<file path="src/rtl/pio_read_seq.sv">
module pio_read_seq #(
  parameter int CLK_PERIOD_NS = 5,
  parameter int ADDR_W        = 7,
  parameter int DATA_W        = 16,
  parameter int T_CYCLE_NS    = 165,
  parameter int T_LOW_NS      = 32,
  parameter int T_HIGH_NS     = 13,
  parameter int T_DATA_NS     = 30
) (
  input  logic              clk,
  input  logic              rst_n,
  input  logic              req_valid,
  output logic              req_ready,
  input  logic [ADDR_W-1:0] req_addr,
  output logic              rsp_valid,
  output logic [DATA_W-1:0] rsp_data,
  output logic [ADDR_W-1:0] bus_addr,
  output logic              bus_cs_n,
  output logic              bus_rd_n,
  input  logic [DATA_W-1:0] bus_data
);

  function automatic int clocks_for(input int ns);
    return (ns + CLK_PERIOD_NS - 1) / CLK_PERIOD_NS;
  endfunction

  function automatic int max2(input int a, input int b);
    return (a > b) ? a : b;
  endfunction

  localparam int LOW_CLKS  = max2(max2(clocks_for(T_LOW_NS), clocks_for(T_DATA_NS)), 2);
  localparam int CYC_CLKS  = clocks_for(T_CYCLE_NS);
  localparam int HIGH_MIN  = max2(clocks_for(T_HIGH_NS), 2);
  localparam int HIGH_CLKS = max2(HIGH_MIN, CYC_CLKS - LOW_CLKS);
  localparam int CNT_W     = $clog2(max2(LOW_CLKS, HIGH_CLKS) + 1);

  typedef enum logic [1:0] {IDLE, ASSERT, SAMPLE, DEASSERT} state_t;

  state_t           state;
  logic [CNT_W-1:0] cnt;
  logic             strobe_n;
  logic             take;

  assign req_ready = (state == IDLE);
  assign take      = req_valid && req_ready;
  assign bus_cs_n  = strobe_n;
  assign bus_rd_n  = strobe_n;

  always_ff @(posedge clk or negedge rst_n) begin
    if (!rst_n) begin
      state     <= IDLE;
      cnt       <= '0;
      strobe_n  <= 1'b1;
      rsp_valid <= 1'b0;
      rsp_data  <= '0;
      bus_addr  <= '0;
    end else begin
      rsp_valid <= 1'b0;
      case (state)
        IDLE: if (take) begin
          bus_addr <= req_addr;
          strobe_n <= 1'b0;
          cnt      <= CNT_W'(LOW_CLKS - 2);
          state    <= ASSERT;
        end
        ASSERT: begin
          if (cnt == '0) state <= SAMPLE;
          else           cnt   <= cnt - 1'b1;
        end
        SAMPLE: begin
          rsp_data  <= bus_data;
          rsp_valid <= 1'b1;
          strobe_n  <= 1'b1;
          cnt       <= CNT_W'(HIGH_CLKS - 2);
          state     <= DEASSERT;
        end
        DEASSERT: begin
          if (cnt == '0) state <= IDLE;
          else           cnt   <= cnt - 1'b1;
        end
        default: state <= IDLE;
      endcase
    end
  end

  assert_ready_idle_R1: assert property (@(posedge clk) disable iff (!rst_n)
    req_ready |-> bus_cs_n);

  assert_addr_stable_R1: assert property (@(posedge clk) disable iff (!rst_n)
    (!bus_cs_n && $past(!bus_cs_n)) |-> $stable(bus_addr));

  assert_fall_after_take_R2: assert property (@(posedge clk) disable iff (!rst_n)
    (req_valid && req_ready) |=> (!bus_cs_n && !bus_rd_n));

  assert_fall_needs_take_R9: assert property (@(posedge clk) disable iff (!rst_n)
    $fell(bus_cs_n) |-> $past(req_valid && req_ready));

  assert_single_pulse_R5: assert property (@(posedge clk) disable iff (!rst_n)
    rsp_valid |=> !rsp_valid);

  assert_pulse_on_rise_R5: assert property (@(posedge clk) disable iff (!rst_n)
    rsp_valid |-> $rose(bus_cs_n));

endmodule

</file>
<file path="config.mk">
export PLATFORM = sky130hd
export DESIGN_NAME = pio_read_seq
export DESIGN_NICKNAME = d
export VERILOG_FILES = /design/src/rtl/pio_read_seq.sv
export SDC_FILE = /design/constraint.sdc
export NUM_CORES = 1
export LEC_CHECK = 0
export ABC_AREA = 0
export BUFFER_PORTS_ARGS = -buffer_cell sky130_fd_sc_hd__buf_2
export CAP_MARGIN = 0
export CORE_MARGIN = 2
export CORE_UTILIZATION = 25
export CTS_BUF_LIST = sky130_fd_sc_hd__clkbuf_16
export DETAILED_ROUTE_END_ITERATION = 10
export GPL_ROUTABILITY_DRIVEN = 0
export PLACE_DENSITY = 0.51
export SETUP_SLACK_MARGIN = 0.05
export SYNTH_ARGS = -nofsm -noshare
export SYNTH_HDL_FRONTEND = slang
export SYNTH_SLANG_ARGS = --single-unit
</file>
<file path="constraint.sdc">
create_clock -name clk -period 2.45 [get_ports clk]
set_input_delay 0.49 -clock clk [delete_from_list [all_inputs] [get_ports clk]]
set_output_delay 0.49 -clock clk [all_outputs]
set_load 0.02 [all_outputs]
</file>
==> results of run 1 <==
==> area by class of cell <==
cell class,count,share of cell area
clock buffer,5,0.06583
clock inverter,3,0.01975
timing repair buffer,52,0.1369
multi-input combinational,63,0.2962
sequential,32,0.4220
tap,72,0.04740
inverter,6,0.01185
==> synthesized netlist by cell type, types with 2 or more instances <==
| library cell | count |
|---|---|
| nor2_1 | 6 |
| a21oi_1 | 4 |
| a31oi_1 | 2 |
| mux2_2 | 24 |
| inv_1 | 6 |
| buf_2 | 2 |
| nor3_1 | 2 |
| dfrtp_1 | 31 |
| ha_1 | 6 |
| o21ai_0 | 3 |
| nand2_1 | 3 |
==> worst paths after layout <==
path                                            from                      end
worst max-delay path            state[0]$_DFFE_PN0P_                req_ready
worst min-delay path                           rst_n  rsp_data[0]$_DFFE_PN0P_
worst max register to register  state[0]$_DFFE_PN0P_  rsp_data[9]$_DFFE_PN0P_
worst min register to register    cnt[0]$_DFFE_PN0P_       cnt[0]$_DFFE_PN0P_
max in group asynchronous                      rst_n  bus_addr[5]$_DFFE_PN0P_
min in group clk                         req_addr[6]  bus_addr[6]$_DFFE_PN0P_
==> state kept, by name, indices dropped and copies added, names as in the netlist <==
signal / count
cnt: 5
bus_cs_n: 1
rsp_data: 16
bus_addr: 7
rsp_valid: 1
state: 2
==> cell families (layout without fill, tap and decap cells) <==
logic type,after synthesis,after routing,synth area share
buf+inv,10,66,0.03108
flops,32,32,0.5693
mux,25,25,0.1989
simple gates,16,16,0.05862
fa+ha+maj,6,6,0.05328
compound gates,16,16,0.08882
==> critical path, delay by kind of cell, from the launching register on <==
kind | cells | cell delay [ns]
DFF | 1 | 0.52
adders and majority gates | 1 | 0.30
buffers and inverters | 2 | 0.35
==> metal layers <==
metal  up-vias  share of wire
li1        482              -
met1       500           0.40
met2        22           0.54
met3         5          0.040
met4         0          0.025
met5         -              0
==> power breakdown <==
part | total (uW) | switching, uW | internal [uW] | leakage, uW
clock network | 677 | 206 | 471 | 0.0000789
logic | 1310 | 725 | 586 | 0.000436
registers | 997 | 183 | 814 | 0.000378
total | 2990 | 1110 | 1870 | 0.000893
==> through the flow <==
stage / power, uW / area, sq um
floorplan: 1947 / 1409
global placement: 2301 / 1738
detailed placement: 2335 / 1738
CTS: 3028 / 1901
global route: 3188 / 1901
finish: 2985 / 1901
==> reports/metrics.yaml, run 1 <==
synth_warnings: 0
antenna_found_initial: 0
dr.pass1.iters: 4
ys_seq_area_frac: 0.5693
boundaryPins: 53
pre_cts_slack_ns: 0.5156
numPortBuffers: 52
final_util: 0.3473
rows: 27
layout_commonest_cell: "buf_2"
drc: 0
synth.top_cell.area_share: 0.5506
fmax_ghz: 0.5159
syn_nets: 137
cts_resized: 0
drive_gt1_frac: 0.5280
path_class: "reg2out"
ir_drop_v: 0.0003957
cp.required_ns: 1.96
grt_busiest_layer: "met2"
grt_usage: 0.09753
die_area_sq_um: 6252
die_width_microns: 79.07
die_h_microns: 79.07
syn_area_sq_um: 1409
cts_tree: "yes"
path_max_fanout: 11
endpoint_kind: "output port"
drv_slew: 0
synthToLayoutAreaGrowth_pct: 34.90
multi_input_area_sq_um: 563.0
syn_inst: 105
num_vias: 1009
core_sq_um: 5473
final_cell_mix: "buf_2 (52), dfrtp_1 (31), mux2_2 (24)"
post-route-period-util: 0.7912
yosys.area.top_type: "dfrtp_1"
grt_util_met1: 0.1078
status: "complete, no violations"
instances_no_fill: 233
reg2reg_slack_ns: 0.51
use_met3: 0.01477
clk_latency_ns: 0.27
p_leak_uw: 0.0008928
synth_area_leaders: "dfrtp_1 (55%), mux2_2 (19%), ha_1 (5.3%)"
wirelength_microns: 2816
wire_per_inst_microns: 12.09
arrival_ns: 1.45
setup_viol: 0
seq_area_sq_um: 802.0
numCtsBuffers: 5
ctsLongestPathBuffers: 2
drt_iter0_markers: 70
fin_ws_ns: 0.5115
clockRootBuffer: "clkbuf_16"
slowest_stage: "dfrtp_1"
rr_worst_depth: 3
synth.distinct_cells: 27
gr-total-overflow: 0
rsz0062_at_grt: "no"
fin_setup_tns_ns: 0
ys_ff_latch: 32
dp_hpwl_microns: 2127
synthArstFlopShare: 1.000
start_kind: "register"
nets: 192
grtUsageMet2: 0.1686
hp-class: "in2async"
fillerInstances: 562
power.density_nw_per_um2: 1571
fin_crit_ns: 1.939
max-slew-margin-rel: 0.4297
place_inst: 225
grt_pass1_vias: 1049
ys.flop_type: "dfrtp_1"
via_per_inst: 4.330
synth-edff-count: 0
htree_levels: 2
postCtsHoldBufs: 0
grt_start_max_net_pins: 33
grt_pass1_wl_microns: 4719
avgSynthCellArea_sq_um: 13.42
initial_utilization: 0.2574
ant_nets: 0
max_stage_delay_ns: 0.52
drv_cap: 0
crit_chain: "inv_1 -> ha_1 -> buf_2"
hold_violations: 0
cts.sinks: 32
diodes: 0
path_clk_slew_ns: 0.05
tightest_slew_ns: 0.8554
cts_setup_buffers: 0
hold_ws_ns: 0.2693
skew_ns: 0.002310
Note: power is estimated with default switching activity, not from simulation.
==> run 2, diff against run 1 <==
clock period = 1.8 ns   (was 2.45 ns; I/O delays follow)
==> reports/metrics.yaml, run 2 (synthesis results as in run 1) <==
status: "complete, no violations"
synthToLayoutAreaGrowth_pct: 39.79
nets: 201  # +4.7%
initial_utilization: 0.2574  # unchanged
numCtsBuffers: 5  # unchanged
start_kind: "register"
path_clk_slew_ns: 0.05  # about the same
gr-total-overflow: 0  # unchanged
clk_latency_ns: 0.27  # about the same
fin_setup_tns_ns: 0  # unchanged
fillerInstances: 549  # -2.3%
largest_register_ffs: 16  # unchanged
wirelength_microns: 3095  # +9.9%
drv_slew: 0  # unchanged
cp.required_ns: 1.96  # about the same
grt_start_max_net_pins: 33  # unchanged
largest-register: "rsp_data"
ant_nets: 0  # unchanged
die_h_microns: 79.07  # unchanged
grtUsageMet2: 0.1992  # +0.03051
tightest_slew_ns: 0.7205  # -0.1350 ns
power.density_nw_per_um2: 2103  # +34%
hold_violations: 0  # unchanged
final_cell_mix: "buf_2 (52), dfrtp_1 (30), mux2_2 (24)"
grt_usage: 0.1077  # +0.01014
skew_ns: 0.003240  # +0.0009303 ns
largestRegisters: "rsp_data: 16 flops, bus_addr: 7 flops, cnt: 5 flops"
ctsLongestPathBuffers: 2  # unchanged
drc: 0  # unchanged
post-route-period-util: 0.9310
seq_area_sq_um: 803.3  # +0.16%
fin_crit_ns: 1.676
die_width_microns: 79.07  # unchanged
cts_tree: "yes"
final_util: 0.3599  # +0.01258
pre_cts_slack_ns: 0.04057  # -0.4750 ns
rsz0062_at_grt: "yes"
dr.pass1.iters: 4  # unchanged
endpoint_kind: "register"
drive_gt1_frac: 0.6059  # +0.07793
num_vias: 1051  # +4.2%
p_leak_uw: 0.0009271  # +3.8%
die_area_sq_um: 6252  # unchanged
grt_util_met1: 0.1092  # +0.001368
clockRootBuffer: "clkbuf_16"
drv_cap: 0  # unchanged
hp-class: "in2async"
path_max_fanout: 5  # -6
ir_drop_v: 0.0005548  # +40%
grt_busiest_layer: "met2"
wire_per_inst_microns: 12.79  # +5.8%
grt_pass1_wl_microns: 5168  # +9.5%
dp_hpwl_microns: 2303  # +8.3%
multi_input_area_sq_um: 586.8  # +4.2%
numPortBuffers: 52  # unchanged
cts.sinks: 32  # unchanged
core_sq_um: 5473  # unchanged
antenna_found_initial: 0  # unchanged
layout_commonest_cell: "buf_2"
rows: 27  # unchanged
max-slew-margin-rel: 0.5197  # +0.08997
boundaryPins: 53  # unchanged
path_class: "reg2reg"
drt_iter0_markers: 48  # -31%
arrival_ns: 1.83  # +0.38 ns
setup_viol: 0  # unchanged
diodes: 0  # unchanged
grt_pass1_vias: 1181  # +13%
via_per_inst: 4.343  # +0.29%
htree_levels: 2  # unchanged
use_met3: 0.02841  # +0.01364
fmax_ghz: 0.5967
fin_ws_ns: 0.1242  # -0.3873 ns
run 2: cell count changes in the layout (fill, tap and decap cells not counted), sizes merged:
cell	previous run	this run
buf	52	61
bufinv	1	0
clkinv	2	3
run 2: report_power, final:
group | switching, uW | internal, uW | total (uW)
sequential | 238 | 1110 | 1350
clock | 289 | 501 | 790
combinational | 1070 | 934 | 2010
total | 1600 | 2540 | 4140
run 2: through the flow:
stage | total power [uW] | cell area, sq um | instances | hold slack, ns
final | 4142 | 1969 | 242 | 0.1475
after global routing | 4440 | 1969 | 242 | 0.2176
after CTS | 4153 | 1952 | 242 | 0.1855
after detailed placement | 3290 | 1780 | 230 | 0.4714
after global placement | 3217 | 1780 | 230 | 0.4464
after floorplan | 2660 | 1415 | 105 | 0.06441
run 2: layout make-up:
cell class	instances	area share
Clock buffer	5	0.06353
Clock inverter	3	0.006989
Inverter	6	0.01144
Multi-Input combinational cell	63	0.2980
Sequential cell	32	0.4079
Tap cell	72	0.04574
Timing Repair Buffer	61	0.1665
run 2: per-layer routing:
metal	up-vias	wire length (microns)
met1	522	1159
met5	-	0
li1	499	-
met2	24	1736
met3	6	125
met4	0	74
run 2: worst paths after layout:
path / start / end / slack, ns / cells after the start
max reg2reg: cnt[1]$_DFFE_PN0P_ / cnt[2]$_DFFE_PN0P_ / 0.12 / 6
max: cnt[1]$_DFFE_PN0P_ / cnt[2]$_DFFE_PN0P_ / 0.12 / 6
min: rst_n / rsp_data[15]$_DFFE_PN0P_ / 0.15 / 1
max in group asynchronous: rst_n / state[1]$_DFFE_PN0P_ / 1.14 / 1
min reg2reg: bus_addr[2]$_DFFE_PN0P_ / bus_addr[2]$_DFFE_PN0P_ / 0.50 / 1
min in group clk: bus_data[2] / rsp_data[2]$_DFFE_PN0P_ / 0.32 / 2
run 2: critical path: stages, from the launching register on:
cell	delay [ns]
dfrtp_1	0.39
inv_2	0.09
ha_4	0.14
or3b_4	0.39
o32ai_4	0.28
a21oi_1	0.07
o22a_1	0.20
run 2: timing repair:
item / CTS / global route
pin swaps: 1 / 1
endpoints found under the setup margin: 1 / 6
hold buffers: 0 / 0
buffers inserted: 4 / 0
resized for setup: 1 / 6
gates cloned: 0 / 0
